[config.mk]
export PLATFORM = sky130hd
export DESIGN_NAME = diag_mode_sel
export DESIGN_NICKNAME = d
export VERILOG_FILES = /design/src/rtl/diag_pkg.sv /design/src/rtl/pin_qualifier.sv /design/src/rtl/clk_act_mon.sv /design/src/rtl/diag_mode_sel.sv
export SDC_FILE = /design/constraint.sdc
export NUM_CORES = 1
export LEC_CHECK = 0
export ABC_AREA = 1
export BUFFER_PORTS_ARGS = -buffer_cell sky130_fd_sc_hd__buf_2
export CAP_MARGIN = 10
export CORE_MARGIN = 3
export CORE_UTILIZATION = 61
export DETAILED_ROUTE_END_ITERATION = 8
export PLACE_DENSITY = 0.84
export SLEW_MARGIN = 20
export SYNTH_ARGS = -nofsm -noshare
export SYNTH_HDL_FRONTEND = slang
export SYNTH_SLANG_ARGS = --single-unit
[constraint.sdc]
create_clock -name clk -period 2.9 [get_ports clk]
set_input_delay 0.58 -clock clk [delete_from_list [all_inputs] [get_ports clk]]
set_output_delay 0.58 -clock clk [all_outputs]
set_load 0.05 [all_outputs]
[src/rtl/diag_pkg.sv]
package diag_pkg;

    localparam int N_PIN_REQ = 4;

    typedef enum logic [1:0] {
        JA_NONE  = 2'b00,
        JA_TXSIDE = 2'b01,
        JA_RXSIDE = 2'b10,
        JA_SPARE = 2'b11
    } ja_place_e;

    typedef enum logic {
        SRC_MCLK = 1'b0,
        SRC_TCLK = 1'b1
    } clk_src_e;

    typedef struct packed {
        logic prbs;
        logic aones;
        logic dloop;
        logic rloop;
        logic lloop;
    } diag_req_t;

    typedef struct packed {
        logic prbs_en;
        logic aones_en;
        logic rloop_en;
        logic lloop_en;
    } diag_en_t;

    function automatic diag_en_t decode_req(input diag_req_t r);
        diag_en_t e;
        e.lloop_en = r.lloop | r.dloop;
        e.rloop_en = r.rloop | r.dloop;
        e.aones_en = r.aones & ~r.rloop & ~r.dloop;
        e.prbs_en  = r.prbs;
        return e;
    endfunction

    function automatic clk_src_e primary_src(input ja_place_e p);
        return (p == JA_RXSIDE) ? SRC_TCLK : SRC_MCLK;
    endfunction

endpackage

[src/rtl/pin_qualifier.sv]
module pin_qualifier #(
    parameter int QUAL_CYCLES = 3
) (
    input  logic clk,
    input  logic rst,
    input  logic raw_i,
    output logic qual_o
);
    localparam int CW = $clog2(QUAL_CYCLES + 1);
    localparam logic [CW-1:0] LIM = CW'(QUAL_CYCLES - 1);

    logic          smp;
    logic [CW-1:0] cnt;
    logic          hit;

    assign hit = (raw_i == smp) && (cnt >= LIM);

    always_ff @(posedge clk) begin
        if (rst) begin
            smp    <= 1'b0;
            cnt    <= '0;
            qual_o <= 1'b0;
        end else begin
            smp <= raw_i;
            if (raw_i != smp)
                cnt <= '0;
            else if (cnt < LIM)
                cnt <= cnt + 1'b1;
            if (hit)
                qual_o <= raw_i;
        end
    end


    qual_held_level_chk: assert property (@(posedge clk) disable iff (rst)
        (qual_o != $past(qual_o)) |-> ($past(smp) == qual_o));

endmodule

[src/rtl/clk_act_mon.sv]
module clk_act_mon #(
    parameter int LOSS_W = 8
) (
    input  logic              clk,
    input  logic              rst,
    input  logic              mon_clk_i,
    input  logic [LOSS_W-1:0] limit_i,
    output logic              lost_o
);
    logic [2:0]        sy;
    logic              edge_seen;
    logic [LOSS_W-1:0] idle_cnt;

    assign edge_seen = sy[2] ^ sy[1];
    assign lost_o    = (idle_cnt >= limit_i);

    always_ff @(posedge clk) begin
        if (rst) begin
            sy       <= '0;
            idle_cnt <= '0;
        end else begin
            sy <= {sy[1:0], mon_clk_i};
            if (edge_seen)
                idle_cnt <= '0;
            else if (idle_cnt != '1)
                idle_cnt <= idle_cnt + 1'b1;
        end
    end


    edge_clears_loss_chk: assert property (@(posedge clk) disable iff (rst)
        (edge_seen && limit_i != '0 && $stable(limit_i)) |=> !lost_o);

endmodule

[src/rtl/diag_mode_sel.sv]
module diag_mode_sel
    import diag_pkg::*;
#(
    parameter int QUAL_CYCLES = 3,
    parameter int LOSS_W      = 8
) (
    input  logic                 clk,
    input  logic                 rst,
    input  logic                 ctrl_pin_mode,
    input  logic                 host_lloop,
    input  logic                 host_rloop,
    input  logic                 host_dloop,
    input  logic                 host_aones,
    input  logic                 host_prbs,
    input  logic [N_PIN_REQ-1:0] pin_req,
    input  logic [1:0]           ja_place,
    input  logic [LOSS_W-1:0]    loss_limit,
    input  logic                 mclk_in,
    input  logic                 tclk_in,
    input  logic                 tx_pos_in,
    input  logic                 tx_neg_in,
    output logic                 lloop_en,
    output logic                 rloop_en,
    output logic                 aones_en,
    output logic                 prbs_en,
    output logic                 ref_sel,
    output logic                 tx_pos_out,
    output logic                 tx_neg_out
);
    logic [N_PIN_REQ-1:0] pin_q;
    diag_req_t            host_r, pin_r, eff_r;
    diag_en_t             en_q;
    logic                 m_lost, t_lost;
    clk_src_e             prim, sel_q, sel_d;
    logic                 prim_lost, fb_lost;
    logic                 phase;

    for (genvar i = 0; i < N_PIN_REQ; i++) begin : g_qual
        pin_qualifier #(.QUAL_CYCLES(QUAL_CYCLES)) u_q (
            .clk   (clk),
            .rst   (rst),
            .raw_i (pin_req[i]),
            .qual_o(pin_q[i])
        );
    end

    assign host_r = '{prbs: host_prbs, aones: host_aones, dloop: host_dloop,
                      rloop: host_rloop, lloop: host_lloop};
    assign pin_r  = '{prbs: 1'b0, aones: pin_q[3], dloop: pin_q[2],
                      rloop: pin_q[1], lloop: pin_q[0]};
    assign eff_r  = ctrl_pin_mode ? pin_r : host_r;

    always_ff @(posedge clk) begin
        if (rst) en_q <= '0;
        else     en_q <= decode_req(eff_r);
    end

    assign lloop_en = en_q.lloop_en;
    assign rloop_en = en_q.rloop_en;
    assign aones_en = en_q.aones_en;
    assign prbs_en  = en_q.prbs_en;

    clk_act_mon #(.LOSS_W(LOSS_W)) u_mmon (
        .clk(clk), .rst(rst), .mon_clk_i(mclk_in), .limit_i(loss_limit), .lost_o(m_lost)
    );
    clk_act_mon #(.LOSS_W(LOSS_W)) u_tmon (
        .clk(clk), .rst(rst), .mon_clk_i(tclk_in), .limit_i(loss_limit), .lost_o(t_lost)
    );

    always_comb begin
        prim      = primary_src(ja_place_e'(ja_place));
        prim_lost = (prim == SRC_TCLK) ? t_lost : m_lost;
        fb_lost   = (prim == SRC_TCLK) ? m_lost : t_lost;
        sel_d     = (prim_lost && !fb_lost) ? clk_src_e'(~prim) : prim;
    end

    always_ff @(posedge clk) begin
        if (rst) sel_q <= SRC_MCLK;
        else     sel_q <= sel_d;
    end
    assign ref_sel = sel_q;

    always_ff @(posedge clk) begin
        if (rst) phase <= 1'b0;
        else     phase <= ~phase;
    end

    assign tx_pos_out = aones_en ? phase  : tx_pos_in;
    assign tx_neg_out = aones_en ? ~phase : tx_neg_in;


    aones_vs_rloop_chk: assert property (@(posedge clk) disable iff (rst)
        aones_en |-> !rloop_en);


    prbs_pin_off_chk: assert property (@(posedge clk) disable iff (rst)
        $past(ctrl_pin_mode) |-> !prbs_en);


    aones_one_rail_chk: assert property (@(posedge clk) disable iff (rst)
        aones_en |-> (tx_pos_out != tx_neg_out));


    aones_alternate_chk: assert property (@(posedge clk) disable iff (rst)
        (aones_en && $past(aones_en)) |-> (tx_pos_out != $past(tx_pos_out)));


    rx_side_tclk_chk: assert property (@(posedge clk) disable iff (rst)
        ($past(ja_place) == JA_RXSIDE && !$past(t_lost)) |-> (ref_sel == SRC_TCLK));

endmodule

==> results of run 1 <==
## kinds of logic after synthesis
family | synth area share (%)
mux | 0.448
fa+ha+maj | 12.3
compound gates | 10.8
xor+xnor | 3.13
buf+inv | 9.68
flops | 39.4
simple gates | 24.2
## cells in the final DEF, fill, tap and decap left out
cell type and instances:
nand3_4 1, nor3_2 1, o21a_1 4, xnor2_1 6
buf_2 32, nor2_2 2, a21oi_1 19, o21ai_0 14
or2_2 1, clkbuf_8 6, nor2_1 39, nor3_1 7
a211oi_1 1, nand2_1 59, ha_1 22, nand3_1 6
nand3_2 1, a21o_1 1, nand4_1 1, clkinv_4 1
nor3_4 2, a31oi_1 5, nand3b_1 1, inv_1 54
inv_2 1, mux2i_1 1, xor2_1 2, nor4_1 1
bufinv_16 1, dfxtp_1 44
## area by class of cell
cell class / count / area (um2) / share of cell area (%)
clock buffers: 6 / 82.6 / 3.22
clock inverters: 2 / 38.8 / 1.51
inverters: 55 / 206 / 8.05
multi-input cells: 197 / 1140 / 44.4
flip-flops and latches: 44 / 881 / 34.3
well taps: 46 / 57.6 / 2.24
repair buffers: 32 / 160 / 6.24
## routing by layer
layer / share of wire, % / up-vias
li1: - / 1016
met1: 48 / 869
met2: 46 / 33
met3: 4.1 / 6
met4: 1.3 / 0
met5: 0 / -
## registers in the layout (all words and copies together) (netlist names), 3 cells and up
name	cells
g_qual.u_q.qual_o	4
g_qual.u_q.smp	4
u_tmon.idle_cnt	8
u_tmon.sy	3
u_mmon.sy	3
u_mmon.idle_cnt	8
g_qual.u_q.cnt	8
## cells in the mapped netlist
| cell | n | area share (%) |
|---|---|---|
| nand2_1 | 59 | 9.9 |
| inv_1 | 54 | 9.1 |
| dfxtp_1 | 44 | 39 |
| nor2_1 | 39 | 6.5 |
| ha_1 | 22 | 12 |
| a21oi_1 | 19 | 4.3 |
| o21ai_0 | 14 | 3.1 |
| nor3_1 | 7 | 1.6 |
| nand3_1 | 6 | 1.3 |
| xnor2_1 | 6 | 2.4 |
| a31oi_1 | 5 | 1.4 |
| o21a_1 | 4 | 1.3 |
| buf_2 | 2 | 0.45 |
| nor2_2 | 2 | 0.56 |
| nor3_4 | 2 | 1.5 |
| xor2_1 | 2 | 0.78 |
| a211oi_1 | 1 | 0.34 |
| a21o_1 | 1 | 0.34 |
| inv_2 | 1 | 0.17 |
| mux2i_1 | 1 | 0.45 |
| nand3_2 | 1 | 0.45 |
| nand3_4 | 1 | 0.78 |
| nand3b_1 | 1 | 0.34 |
| nand4_1 | 1 | 0.28 |
| nor3_2 | 1 | 0.45 |
| nor4_1 | 1 | 0.28 |
| or2_2 | 1 | 0.28 |
## worst max path at each step
stage,from,to,cells past startpoint
2_1_floorplan,aones_en,tx_neg_out,2
3_3_place_gp,rst,u_tmon.idle_cnt[7],4
3_5_place_dp,loss_limit[7],ref_sel,9
4_1_cts,aones_en,tx_neg_out,3
5_1_grt,aones_en,tx_neg_out,3
6_report,aones_en,tx_neg_out,3
## report_power, final
| part | leakage [nW] | internal [mW] | switching [mW] |
|---|---|---|---|
| combinational | 0.868 | 0.0663 | 0.107 |
| sequential | 0.360 | 0.635 | 0.0200 |
| clock | 0.0614 | 0.282 | 0.207 |
## through the flow
stage / util, % / instances / hold slack (ps) / power (mW)
after floorplan: - / 298 / 388 / 0.792
after global placement: 71.0 / 374 / 390 / 0.835
after detailed placement: 71.0 / 374 / 398 / 0.842
after CTS: 74.5 / 382 / 411 / 1.33
after global routing: 74.5 / 382 / 438 / 1.39
final: 74.5 / 382 / 411 / 1.32
## worst min-delay path: stages, from the launching register on
cell and delay, ps:
dfxtp_1 300, inv_1 40, nor2_1 30
==> results.cfg, run 1 <==
[worst_setup_path]
path_max_fanout = 3
rrSetupSlack_ps = 1470
timing.rr.start = u_mmon.idle_cnt[1]
cp_cell_sequence = inv_1 -> o21ai_0 -> buf_2
critical_path.max_stage_delay_ps = 350
start_kind = flip-flop
cp_top_family = buffers and inverters
cp_slowest_cell = dfxtp_1
path_class = flip-flop to output pin
reg2reg_depth = 7
crit_required_ps = 2320
r2r-end = u_mmon.idle_cnt[5]
crit_buf_inv = 2
crit_path_end_kind = output pin
cp.arrival_ps = 1110

[placement]
place_area_mm2 = 0.00244
gp_congestion = 0.862
io_buffers = 32
place_ws_ps = 1230
hpwl_um = 3050

[final_layout]
num-fill-cells = 264
fin_area_mm2 = 0.00256
diodes = 0
areaGrowthSynthToFinish_pct = 14.7
nets = 383
drive_above_1_share_pct = 14.6

[pwr]
power_density_mw_per_mm2 = 513
irDropWorstVdd_v = 0.000352
leakagePower_nw = 1.29

[die]
pin_count = 33
core_area_mm2 = 0.00344
start_util_pct = 65.0
die_area_mm2 = 0.00443
die_height_um = 66.5
rows = 21
die_x_um = 66.5

[worst_hold_path]
hold-path-cell-count = 2
whs_endpoint = u_mmon.sy[1]
hold_start = u_mmon.sy[0]
min_path_type = flip-flop to flip-flop

[drt]
ant_nets = 0
finalWirelength_um = 3990
drt-initial-drc-count = 95
drcViolationCount = 0
wire_per_inst_um = 10.5
dr.pass1.iters = 5
num_vias = 1924
vias_per_cell = 5.04

[grt]
grt_max_degree = 22
antenna_found_initial = 0
track_usage_pct = 19.7
grt_pass1_vias = 1710
grt_overflow = 0
busiest_layer = met2
grt_pass1_wl_um = 6810
grt_use_met2_pct = 34.2
grt_use_met3_pct = 4.05
use_met1_pct = 23.8

[cts]
postCtsHoldBufs = 0
cts_resized = 0
root_buffer = clkbuf_8
numCtsBuffers = 5
clk_latency_ps = 290
clk_pin_slew_ps = 80
postCtsSetupRepairBufs = 0
h-tree-depth = 2
ctsLongestPathBuffers = 2
cts_tree = yes
cts.sink_count = 44

[timing]
maxSlewViolCount = 0
slew_headroom_pct = 74.5
postLayoutSetupSlackWorst_ps = 1210
fmax_mhz = 592
finalSetupTns_ps = 0
period_share_pct = 58.2
rsz0062_at_grt = no
clock_skew_ps = 5.04
fin_crit_ps = 1690
setup_violations = 0
hold_violations = 0
tightest_slew_ps = 382

[logic_synthesis]
synth_nets = 346
ys_seq_area_share_pct = 39.4
synth_cells = 298
synth_area_mm2 = 0.00224
ys_ff_latch = 44
yosysWarnings = 0
syn_avg_cell_area_um2 = 7.50
ys_types = 27

[job]
drv_cap = 0

[outcome]
status = finished clean
Power figures use the tool's default switching activity.
==> inputs of run 2 (changes only) <==
Settings changed: CORE_UTILIZATION 61 to 56, PLACE_DENSITY 0.84 to 0.78.
Clock period 2.9 ns to 1.6 ns, I/O delays scaled along.
==> run 2 against run 1 <==
Utilization decreased by 6.5 points; critical endpoint is now u_tmon.idle_cnt[1]; global-route usage fell by 2.3 points; die area is 8.1% higher; setup slack worse by 1000 ps.
==> results.cfg, run 2 (synthesis results as in run 1) <==
[timing]
rsz0062_at_grt = no
fmax_mhz = 703
period_share_pct = 88.9
maxSlewViolCount = 0
setup_violations = 0
slew_headroom_pct = 78.1
finalSetupTns_ps = 0
clock_skew_ps = 7.18
tightest_slew_ps = 325
fin_crit_ps = 1420
hold_violations = 0

[cts]
ctsLongestPathBuffers = 2
clk_latency_ps = 290
cts_tree = yes
clk_pin_slew_ps = 80
root_buffer = clkbuf_8
cts.sink_count = 44
postCtsHoldBufs = 0
h-tree-depth = 2
postCtsSetupRepairBufs = 0
cts_resized = 0
numCtsBuffers = 5

[die]
pin_count = 33
core_area_mm2 = 0.00374
rows = 22
die_height_um = 69.2
die_x_um = 69.2
start_util_pct = 59.7
die_area_mm2 = 0.00479

[final_layout]
top_regs = g_qual.u_q.cnt: 8 flops, u_mmon.idle_cnt: 8 flops, u_tmon.idle_cnt: 8 flops
areaGrowthSynthToFinish_pct = 13.9
drive_above_1_share_pct = 15.1
fin_area_mm2 = 0.00255
mostFrequentLayoutCell = nand2_1
layout_common_cells = nand2_1 (59), inv_1 (54), dfxtp_1 (44)
stdcell_count = 385
nets = 385
diodes = 0
num-fill-cells = 334

[grt]
grt_max_degree = 17
antenna_found_initial = 0
grt_pass1_vias = 1705
track_usage_pct = 17.4
grt_pass1_wl_um = 6910
grt_overflow = 0

[worst_setup_path]
cp_num_cells = 7
timing.rr.start = u_tmon.idle_cnt[1]
path_max_fanout = 5
cp_cell_sequence = ha_1 -> nand3_2 -> inv_1 -> nand3_1 -> inv_1 -> nand2_1 -> a21oi_1
cp_top_family = flip-flops
critPathCapture = u_tmon.idle_cnt[1]
crit_buf_inv = 2
start_kind = flip-flop
rrSetupSlack_ps = 180
cp_slowest_cell = dfxtp_1
reg2reg_depth = 7
crit_required_ps = 1820
r2r-end = u_tmon.idle_cnt[1]
critPathLaunch = u_tmon.idle_cnt[1]
cp_common_cell = inv_1
critical_path.max_stage_delay_ps = 410
crit_path_end_kind = flip-flop
cp.arrival_ps = 1640
path_class = flip-flop to flip-flop

[placement]
place_area_mm2 = 0.00246
hpwl_um = 3050
io_buffers = 32
gp_congestion = 0.807
dp_cells = 378

[outcome]
status = finished clean

[drt]
ant_nets = 0
wire_per_inst_um = 10.2
drt-initial-drc-count = 70
vias_per_cell = 4.81
num_vias = 1851
drcViolationCount = 0
dr.pass1.iters = 4
finalWirelength_um = 3920

[job]
drv_cap = 0

[pwr]
power_mw = 2.15
irDropWorstVdd_v = 0.000652
leakagePower_nw = 1.28
power_density_mw_per_mm2 = 846

[worst_hold_path]
min_path_type = input pin to flip-flop
run 2: final cells by class:
cell class	instances	area [um2]	area share (%)
clock buffer	5	68.8	2.70
clock inverter	2	12.5	0.491
inverter	55	206	8.11
multi-input combinational	197	1140	44.9
sequential	44	881	34.6
tap	48	60.1	2.36
timing repair buffer	34	175	6.88
run 2: worst register-to-register path: stages, from the launching register on:
cell and delay, ps:
dfxtp_1 410, ha_1 230, nand3_2 130, inv_1 120, nand3_1 140, inv_1 150
nand2_1 60, a21oi_1 110
run 2: per-stage QoR:
| stage | hold slack (ps) | worst slack (ps) | utilization (%) |
|---|---|---|---|
| floorplan | 388 | 30.7 | - |
| global placement | 396 | 182 | 65.8 |
| detailed placement | 396 | 199 | 65.8 |
| CTS | 225 | 169 | 68.0 |
| global route | 238 | 9.42 | 68.0 |
| finish | 234 | 178 | 68.0 |
run 2: how the worst min path moves through the flow:
| stage | endpoint | startpoint | depth (start not counted) |
|---|---|---|---|
| 5_1_grt | u_mmon.sy[0] | mclk_in | 3 |
| 4_1_cts | u_mmon.sy[0] | mclk_in | 3 |
| 6_report | u_mmon.sy[0] | mclk_in | 3 |
| 3_3_place_gp | u_tmon.sy[1] | u_tmon.sy[0] | 2 |
| 2_1_floorplan | u_mmon.sy[1] | u_mmon.sy[0] | 2 |
| 3_5_place_dp | u_tmon.sy[1] | u_tmon.sy[0] | 2 |
run 2: layer usage:
| metal | GRT usage [%] | share of wire [%] | up-vias |
|---|---|---|---|
| li1 | - | - | 1019 |
| met1 | 22.7 | 49 | 807 |
| met2 | 28.2 | 48 | 21 |
| met3 | 4.64 | 2.8 | 4 |
| met4 | 5.21 | 0.97 | 0 |
| met5 | 0 | 0 | - |
run 2: power breakdown:
| part | switching [mW] | total (mW) | leakage [nW] | internal, mW |
|---|---|---|---|---|
| clock | 0.356 | 0.652 | 0.0400 | 0.296 |
| sequential | 0.0372 | 1.19 | 0.360 | 1.15 |
| combinational | 0.191 | 0.314 | 0.880 | 0.122 |
